File: src/rtl/fdiv_pkg.sv
package fdiv_pkg;
   // Register word layout and reset defaults shared by all pieces.
   localparam int FDIV_CFG_W    = 32;
   localparam int FDIV_SEL_BIT  = 31;
   localparam int FDIV_FRAC_LSB = 16;
   localparam int FDIV_FRAC_W   = 12;
   localparam int FDIV_DIV_W    = 16;
   localparam int FDIV_MIN_DIV  = 2;
   localparam int FDIV_RST_DIV  = 2;
endpackage

File: src/rtl/fdiv_cfg_hold.sv
module fdiv_cfg_hold #(
   parameter int DIV_W   = 16,
   parameter int FRAC_W  = 12,
   parameter int MIN_DIV = 2,
   parameter int RST_DIV = 2
) (
   input  logic              clk,
   input  logic              rst_n,
   input  logic              wr_i,
   input  logic              wr_sel_i,
   input  logic [FRAC_W-1:0] wr_frac_i,
   input  logic [DIV_W-1:0]  wr_div_i,
   input  logic              tc_i,
   output logic              sel_o,
   output logic [FRAC_W-1:0] frac_o,
   output logic [DIV_W-1:0]  div_o,
   output logic              load_o
);
   localparam logic [DIV_W-1:0] MIN_D = DIV_W'(MIN_DIV);
   localparam logic [DIV_W-1:0] RST_D = DIV_W'(RST_DIV);

   logic [DIV_W-1:0]  div_lim;
   logic              pend_v;
   logic              pend_sel;
   logic [FRAC_W-1:0] pend_frac;
   logic [DIV_W-1:0]  pend_div;

   generate
      if (MIN_DIV > 1) begin : g_clamp
         assign div_lim = (wr_div_i < MIN_D) ? MIN_D : wr_div_i;
      end else begin : g_raw
         assign div_lim = wr_div_i;
      end
   endgenerate

   assign load_o = tc_i & pend_v;

   always_ff @(posedge clk or negedge rst_n) begin
      if (!rst_n) begin
         pend_v    <= 1'b0;
         pend_sel  <= 1'b0;
         pend_frac <= '0;
         pend_div  <= RST_D;
      end else begin
         if (wr_i) begin
            pend_sel  <= wr_sel_i;
            pend_frac <= wr_frac_i;
            pend_div  <= div_lim;
         end
         if (wr_i)
            pend_v <= 1'b1;
         else if (tc_i)
            pend_v <= 1'b0;
      end
   end

   always_ff @(posedge clk or negedge rst_n) begin
      if (!rst_n) begin
         sel_o  <= 1'b0;
         frac_o <= '0;
         div_o  <= RST_D;
      end else if (load_o) begin
         sel_o  <= pend_sel;
         frac_o <= pend_frac;
         div_o  <= pend_div;
      end
   end
endmodule

File: src/rtl/fdiv_int_stage.sv
module fdiv_int_stage #(
   parameter int DIV_W = 16
) (
   input  logic             clk,
   input  logic             rst_n,
   input  logic [DIV_W-1:0] div_i,
   output logic             tc_o
);
   logic [DIV_W-1:0] cnt;

   assign tc_o = (cnt == (div_i - DIV_W'(1)));

   always_ff @(posedge clk or negedge rst_n) begin
      if (!rst_n)
         cnt <= '0;
      else if (tc_o)
         cnt <= '0;
      else
         cnt <= cnt + DIV_W'(1);
   end
endmodule

File: src/rtl/fdiv_frac_stage.sv
module fdiv_frac_stage #(
   parameter int FRAC_W = 12
) (
   input  logic              clk,
   input  logic              rst_n,
   input  logic              step_i,
   input  logic              clear_i,
   input  logic [FRAC_W-1:0] frac_i,
   output logic              pass_o
);
   logic [FRAC_W-1:0] acc;
   logic [FRAC_W:0]   sum;

   assign sum    = {1'b0, acc} + {1'b0, frac_i};
   assign pass_o = ~sum[FRAC_W];

   always_ff @(posedge clk or negedge rst_n) begin
      if (!rst_n)
         acc <= '0;
      else if (step_i)
         acc <= clear_i ? '0 : sum[FRAC_W-1:0];
   end
endmodule

File: src/rtl/fdiv_top.sv
module fdiv_top #(
   parameter int CFG_W    = fdiv_pkg::FDIV_CFG_W,
   parameter int SEL_BIT  = fdiv_pkg::FDIV_SEL_BIT,
   parameter int FRAC_LSB = fdiv_pkg::FDIV_FRAC_LSB,
   parameter int FRAC_W   = fdiv_pkg::FDIV_FRAC_W,
   parameter int DIV_W    = fdiv_pkg::FDIV_DIV_W,
   parameter int MIN_DIV  = fdiv_pkg::FDIV_MIN_DIV,
   parameter int RST_DIV  = fdiv_pkg::FDIV_RST_DIV
) (
   input  logic             clk,
   input  logic             rst_n,
   input  logic             cfg_wr_i,
   input  logic [CFG_W-1:0] cfg_wdata_i,
   output logic             mid_en_o,
   output logic             pix_en_o,
   output logic             src_sel_o
);
   localparam int FRAC_MSB = FRAC_LSB + FRAC_W - 1;

   generate
      if (DIV_W > FRAC_LSB || FRAC_MSB >= SEL_BIT || SEL_BIT >= CFG_W) begin : g_bad_layout
         $error("fdiv_top: configuration fields overlap or exceed the word");
      end
      if (MIN_DIV < 2 || RST_DIV < MIN_DIV) begin : g_bad_div
         $error("fdiv_top: divisor floor must be at least 2");
      end
   endgenerate

   logic              tc;
   logic              load;
   logic              pass;
   logic [DIV_W-1:0]  div_act;
   logic [FRAC_W-1:0] frac_act;

   fdiv_cfg_hold #(
      .DIV_W(DIV_W), .FRAC_W(FRAC_W), .MIN_DIV(MIN_DIV), .RST_DIV(RST_DIV)
   ) cfg_i (
      .clk      (clk),
      .rst_n    (rst_n),
      .wr_i     (cfg_wr_i),
      .wr_sel_i (cfg_wdata_i[SEL_BIT]),
      .wr_frac_i(cfg_wdata_i[FRAC_MSB:FRAC_LSB]),
      .wr_div_i (cfg_wdata_i[DIV_W-1:0]),
      .tc_i     (tc),
      .sel_o    (src_sel_o),
      .frac_o   (frac_act),
      .div_o    (div_act),
      .load_o   (load)
   );

   fdiv_int_stage #(.DIV_W(DIV_W)) int_i (
      .clk  (clk),
      .rst_n(rst_n),
      .div_i(div_act),
      .tc_o (tc)
   );

   fdiv_frac_stage #(.FRAC_W(FRAC_W)) frac_i (
      .clk    (clk),
      .rst_n  (rst_n),
      .step_i (tc),
      .clear_i(load),
      .frac_i (frac_act),
      .pass_o (pass)
   );

   assign mid_en_o = tc;
   assign pix_en_o = tc & pass;
endmodule

File: config.mk
export PLATFORM = sky130hd
export DESIGN_NAME = fdiv_top
export DESIGN_NICKNAME = d
export VERILOG_FILES = /design/src/rtl/fdiv_pkg.sv /design/src/rtl/fdiv_cfg_hold.sv /design/src/rtl/fdiv_int_stage.sv /design/src/rtl/fdiv_frac_stage.sv /design/src/rtl/fdiv_top.sv
export SDC_FILE = /design/constraint.sdc
export NUM_CORES = 1
export LEC_CHECK = 0
export BUFFER_PORTS_ARGS = -buffer_cell sky130_fd_sc_hd__buf_2
export CAP_MARGIN = 20
export CELL_PAD_IN_SITES_DETAIL_PLACEMENT = 0
export CELL_PAD_IN_SITES_GLOBAL_PLACEMENT = 1
export CORE_ASPECT_RATIO = 0.8
export CORE_UTILIZATION = 40
export CTS_CLUSTER_DIAMETER = 30
export CTS_CLUSTER_SIZE = 20
export DETAILED_ROUTE_END_ITERATION = 12
export GPL_ROUTABILITY_DRIVEN = 0
export PLACE_DENSITY_LB_ADDON = 0.1
export SLEW_MARGIN = 40
export SYNTH_ARGS = -nofsm -noshare
export SYNTH_HDL_FRONTEND = slang
export SYNTH_SLANG_ARGS = --single-unit
File: constraint.sdc
create_clock -name clk -period 7.6 [get_ports clk]
set_input_delay 1.52 -clock clk [delete_from_list [all_inputs] [get_ports clk]]
set_output_delay 1.52 -clock clk [all_outputs]
set_load 0.01 [all_outputs]
Word level (Yosys, flattened, before mapping):

Index checks and enable logic that the tools add are counted.

* add/sub/neg operators: 3
* order comparisons: 1
* eq/ne operators: 1
* mux-type cells: 5
* bitwise gates (word level): 3
* reduce and logical (&&, ||, !) cells: 1

Operators by type and width (count)
* $mux 16: 2
* $add 16x1->16 const B: 1
* $eq 16x16->1: 1
* $lt 16x2->1 const B: 1
* $sub 16x1->16 const B: 1
* $add 12x12->13: 1
* $mux 12: 1
* $and 1x1->1: 2
* $mux 1: 2
* $reduce_bool 2->1: 1
* $not 1->1: 1

* flip-flop bits (word level): 87
* input port bits: 35
* output and inout bits: 3
* logic and storage cells: 23

Logic depth before layout (Yosys ltp):

* depth in word-level cells: 4
* mapped depth: 10
* gate-level depth less buffers: 8

By module:

From an unflattened synthesis, not the netlist that was laid out.

* cells, all modules: 404
* area, all modules: 4652.0 sq um

By module, submodules not included
* fdiv_cfg_hold: times used 1, cells an instance 135, area an instance 2264.7 sq um, sequential area each 1478.9 sq um
* fdiv_int_stage: times used 1, cells an instance 154, area an instance 1307.5 sq um, sequential area each 400.4 sq um
* fdiv_frac_stage: times used 1, cells an instance 114, area an instance 1073.5 sq um, sequential area each 300.3 sq um
* fdiv_top: times used 1, cells an instance 1, area an instance 6.3 sq um, sequential area each 0.0 sq um

Worst setup path after synthesis:

Ideal clock, no wire load.

* path kind: reg-to-output
* start point: register cfg_i.div_o[5]
* end point: output pix_en_o
* arrival time: 2.766 ns
* required time: 6.080 ns
* path slack: 3.314 ns
* stages on the path, launching flop included: 8
* path buffers: 1
* cells stage by stage: dfrtp_1 -> buf_2 -> or4_4 -> a2111oi_2 -> and3b_1 -> or4_4 -> nor4b_1 -> and3b_1

* word-level cells in the longest chain between the ends: 3

Ends and longest elaborated chain
* start, declared: line fdiv_cfg_hold.sv:16 `output logic [DIV_W-1:0] div_o,`
* start signal, assigned: line fdiv_cfg_hold.sv:65 `div_o <= pend_div;`
* $sub 16x1->16: line fdiv_int_stage.sv:11 `assign tc_o = (cnt == (div_i - DIV_W'(1)));`
* $eq 16x16->1: line fdiv_int_stage.sv:11
* net mid_en_o: line fdiv_top.sv:14 `output logic mid_en_o,`
* $and 1x1->1: line fdiv_top.sv:68 `assign pix_en_o = tc & pass;`
* end, declared: line fdiv_top.sv:15 `output logic pix_en_o,`

The timed path passes the listed nets, and every way through them passes these cells.

Worst setup path in the final report:

* start point: register cfg_i.div_o[0]
* end point: output pix_en_o

* word-level cells in the longest chain between the ends: 3

Ends and longest elaborated chain (line)
* $sub 16x1->16: fdiv_int_stage.sv:11
* $eq 16x16->1: fdiv_int_stage.sv:11
* $and 1x1->1: fdiv_top.sv:68

Every way passes these cells.

==> impl_summary.txt <==
----------------------------------------------------
[Floorplanning]
  Die area ... 12,000 um2
  Standard-cell row count ... 34
  Vert. Die Dim ... 98.2 um
  Core region area ... 11,100 um2
  Initial cell density of the core ... 0.418
  Top-Level Pins ... 38
  Floorplan die width ... 122 um

[Cells and area]
  # nets final ... 484
  Finished layout cell area ... 5200 um2
  Sequential Area ... 2180 um2
  Commonest cells after routing, fill and taps aside ... sky130_fd_sc_hd__dfrtp_1 (85), sky130_fd_sc_hd__mux2_2 (56), sky130_fd_sc_hd__buf_2 (33), sky130_fd_sc_hd__nor2_1 (30), sky130_fd_sc_hd__xor2_1 (23)
  Synthesis-to-finish area growth ... 12.5%
  FILL cells ... 1,081
  Most frequent standard cell in the layout excluding fill and tap cells ... sky130_fd_sc_hd__dfrtp_1
  Area taken by multi-input logic gates ... 2320 um2
  Fraction of layout cells with a size suffix above 1 ... 0.273
  Final core utilization ... 0.470
  Antenna fix cells ... 0

[Place]
  Cell area reported after detailed placement ... 4920 um2
  Number of port buffers ... 34
  DP Worst Slack ... 2.92 ns
  Estimated wirelength of the detail-placed design ... 6.69 mm

[Logic synthesis]
  Fraction of registers with async set or reset after synthesis ... 1.00
  Proportion of synthesized area in mux cells ... 0.171
  Avg Inst Size Synth ... 11.5 um2
  Arithmetic-cell share of the synthesized area counting full adders, half adders and majority gates ... 0.0422
  Post-synthesis share of cell area spent on xor and xnor gates ... 0.0682
  Number of nets in the synthesized netlist ... 452
  Area share of and/or/nand/nor cells after synthesis ... 0.143
  Commonest register cell after synthesis ... sky130_fd_sc_hd__dfrtp_1
  Yosys warning count ... 0
  Largest family of logic cells by synthesized area ... multiplexers
  Number of enable-type register cells in the synthesized netlist ... 0
  Compound-Gate Fraction of Synth Area ... 0.0763
  Number of register bits inferred by synthesis ... 87
  Sequential fraction of the synthesis area ... 0.471
  Number of different library cells in the post-synthesis netlist ... 57
  Post-synthesis instance area ... 4620 um2
  Synthesized instance count ... 402

[Critical path]
  Cell Chain, Critical Path ... inv_1 -> ha_1 -> nor4b_1 -> nand4_1 -> xnor2_1 -> or4_4 -> nor4b_1 -> and3b_1 -> buf_2
  Critical Path RT ... 6.08 ns
  Crit path largest cell delay ... 0.58 ns
  Arrival time at the worst endpoint ... 3.53 ns
  CP most frequent cell ... sky130_fd_sc_hd__nor4b_1
  Category of the worst setup path launch point ... flop
  Kind of critical path ... reg2out
  Crit Path Max Fanout ... 5
  Register-to-register setup slack ... 3.78 ns
  Crit path max-delay cell type ... sky130_fd_sc_hd__nor4b_1
  Setup crit end kind ... output port

[Timing]
  Min Tclk post-route ... 5.05 ns
  Slack of the critical path ... 2.55 ns
  Tightest slew margin relative to the limit ... 0.486
  RSZ-0062 raised after global routing ... no
  Total Negative Setup Slacks ... 0 ns
  Part of the cycle the worst path needs ... 0.665
  Number of hold-slack violations in the final timing report ... 0
  Number of slew-limit violations in the final report ... 0
  Measured slew at the worst slew-check pin ... 0.770 ns
  Clock skew ... 0.00573 ns
  Setup violations, final ... 0
  Highest Clock Rate ... 0.198 GHz

[Clocking]
  Clock tree root buffer cell ... sky130_fd_sc_hd__clkbuf_16
  Clock tree from TritonCTS ... yes
  Post-cts resize count ... 0
  Hold buffer count at CTS ... 0
  Bufs on Longest Clock Path ... 2
  Clock transition at the registers of the reported paths ... 0.07 ns
  Inserted Clock Buffers ... 9
  Clock H-tree levels ... 3
  Clk_lat worst skew ... 0.34 ns
  Post-CTS Setup Repair Bufs ... 0
  CTS Sinks ... 87

[Global routing]
  Wire length of the first global-routing pass ... 16.1 mm
  All-layer global routing usage ... 0.175
  Largest net degree at the start of global routing ... 64
  Remaining global-route overflow ... 0
  Number of antenna violations at the first check in global routing ... 0
  Vias in the first global route ... 3,132

[Run status]
  Status ... finished, final reports clean

[Pwr]
  Leakage power ... 2.53 nW
  Max rail drop VDD ... 0.136 mV
  Power density normalized to cell area ... 182 nW/um2

[Route]
  Antenna Nets Post-Route ... 0
  Iteration count of the initial detailed-routing pass ... 4
  Routed Wire Length ... 9.32 mm
  Wire length per cell ... 16.0 um
  Detail Route met3 WL ... 346 um
  Number of DRC markers after the initial detailed-route iteration ... 126
  Detailed-route vias per instance ... 5.30
  Met1 Routed Length ... 5.15 mm
  Total length of routed met2 wires ... 3.74 mm
  Routed vias ... 3,092
  Top layer in use ... met4
  Total DRC errors in the routed layout ... 0

[Job]
  Max Cap Viol ... 0

[Worst hold path]
  Worst hold-check path type ... reg2reg

----------------------------------------------------
==> layer usage <==
layer	up-vias	GRT usage
met3	7	0.0473
met1	1517	0.271
met2	49	0.237
met5	-	0
li1	1519	-
met4	0	0.0422
==> worst paths after layout <==
check,from,endpoint,cells past startpoint
worst max-delay path,cfg_i.div_o[0],pix_en_o,9
worst min-delay path,cfg_i.pend_frac[1],cfg_i.frac_o[1],1
worst max register to register,cfg_i.div_o[0],frac_i.acc[7],9
worst min register to register,cfg_i.pend_frac[1],cfg_i.frac_o[1],1
max in group asynchronous,rst_n,cfg_i.div_o[1],2
min in group asynchronous,rst_n,frac_i.acc[10],1
==> state kept, by name (all words and copies together) (netlist names) <==
signal / cells
cfg_i.div_o: 16
cfg_i.pend_v: 1
cfg_i.frac_o: 12
cfg_i.sel_o: 1
cfg_i.pend_sel: 1
cfg_i.pend_frac: 12
cfg_i.pend_div: 16
int_i.cnt: 16
frac_i.acc: 12
==> through the flow <==
stage / hold slack [ns] / total power (W) / std cells
floorplan: 0.460 / 0.000511 / 402
global placement: 0.471 / 0.000534 / 567
detailed placement: 0.480 / 0.000536 / 567
CTS: 0.496 / 0.000962 / 583
global route: 0.521 / 0.000990 / 583
finish: 0.490 / 0.000946 / 583
==> logic make-up after synthesis <==
family                   after synthesis
AND/OR/NAND/NOR                      115
AO/OA/AOI/OAI                         52
multiplexers                          71
XOR/XNOR                              36
buffers and inverters                 26
flip-flops                            87
adder cells (fa/ha/maj)               15
==> power by group <==
part	internal (W)	switching, W	total, W	leakage [nW]
logic	0.0000200	0.0000193	0.0000393	1.26
registers	0.000479	0.00000765	0.000486	1.13
clock network	0.000228	0.000193	0.000420	0.140
total	0.000726	0.000220	0.000946	2.53
==> critical path: cells and delay by family (launching register included) <==
family | cells | cell delay [ns]
AND/OR/NAND/NOR | 5 | 2.15
flip-flops | 1 | 0.43
buffers and inverters | 2 | 0.23
adder cells (fa/ha/maj) | 1 | 0.21
XOR/XNOR | 1 | 0.17
==> synth_stat cells (3+ instances only) <==
cell	instances	share of area
sky130_fd_sc_hd__nand3_1	12	0.013
sky130_fd_sc_hd__o31ai_1	3	0.0049
sky130_fd_sc_hd__a21o_1	5	0.0081
sky130_fd_sc_hd__o21ai_0	9	0.0097
sky130_fd_sc_hd__a21oi_1	12	0.013
sky130_fd_sc_hd__xor2_1	23	0.044
sky130_fd_sc_hd__clkbuf_1	6	0.0049
sky130_fd_sc_hd__a31oi_1	3	0.0041
sky130_fd_sc_hd__nor2_1	30	0.024
sky130_fd_sc_hd__nand4_1	7	0.0095
sky130_fd_sc_hd__mux2i_1	6	0.013
sky130_fd_sc_hd__nor2b_1	7	0.0095
sky130_fd_sc_hd__and3_1	9	0.012
sky130_fd_sc_hd__dfrtp_1	85	0.46
sky130_fd_sc_hd__or3_1	3	0.0041
sky130_fd_sc_hd__nor4_1	5	0.0068
sky130_fd_sc_hd__inv_1	10	0.0081
sky130_fd_sc_hd__a211oi_1	4	0.0065
sky130_fd_sc_hd__ha_1	14	0.038
sky130_fd_sc_hd__o21a_1	4	0.0065
sky130_fd_sc_hd__buf_2	4	0.0043
sky130_fd_sc_hd__nand2_1	13	0.011
sky130_fd_sc_hd__xnor2_1	13	0.025
sky130_fd_sc_hd__nor3_1	8	0.0087
sky130_fd_sc_hd__mux2_1	9	0.022
sky130_fd_sc_hd__and3b_1	3	0.0057
sky130_fd_sc_hd__mux2_2	56	0.14
==> cell type report <==
class	instances	share of cell area
Clock buffer	10	0.0440
Sequential cell	87	0.419
Clock inverter	6	0.00986
Inverter	10	0.00722
Tap cell	144	0.0346
Multi-Input combinational cell	289	0.447
Timing Repair Buffer	37	0.0382
No activity file was read; power rests on OpenSTA's default activity.
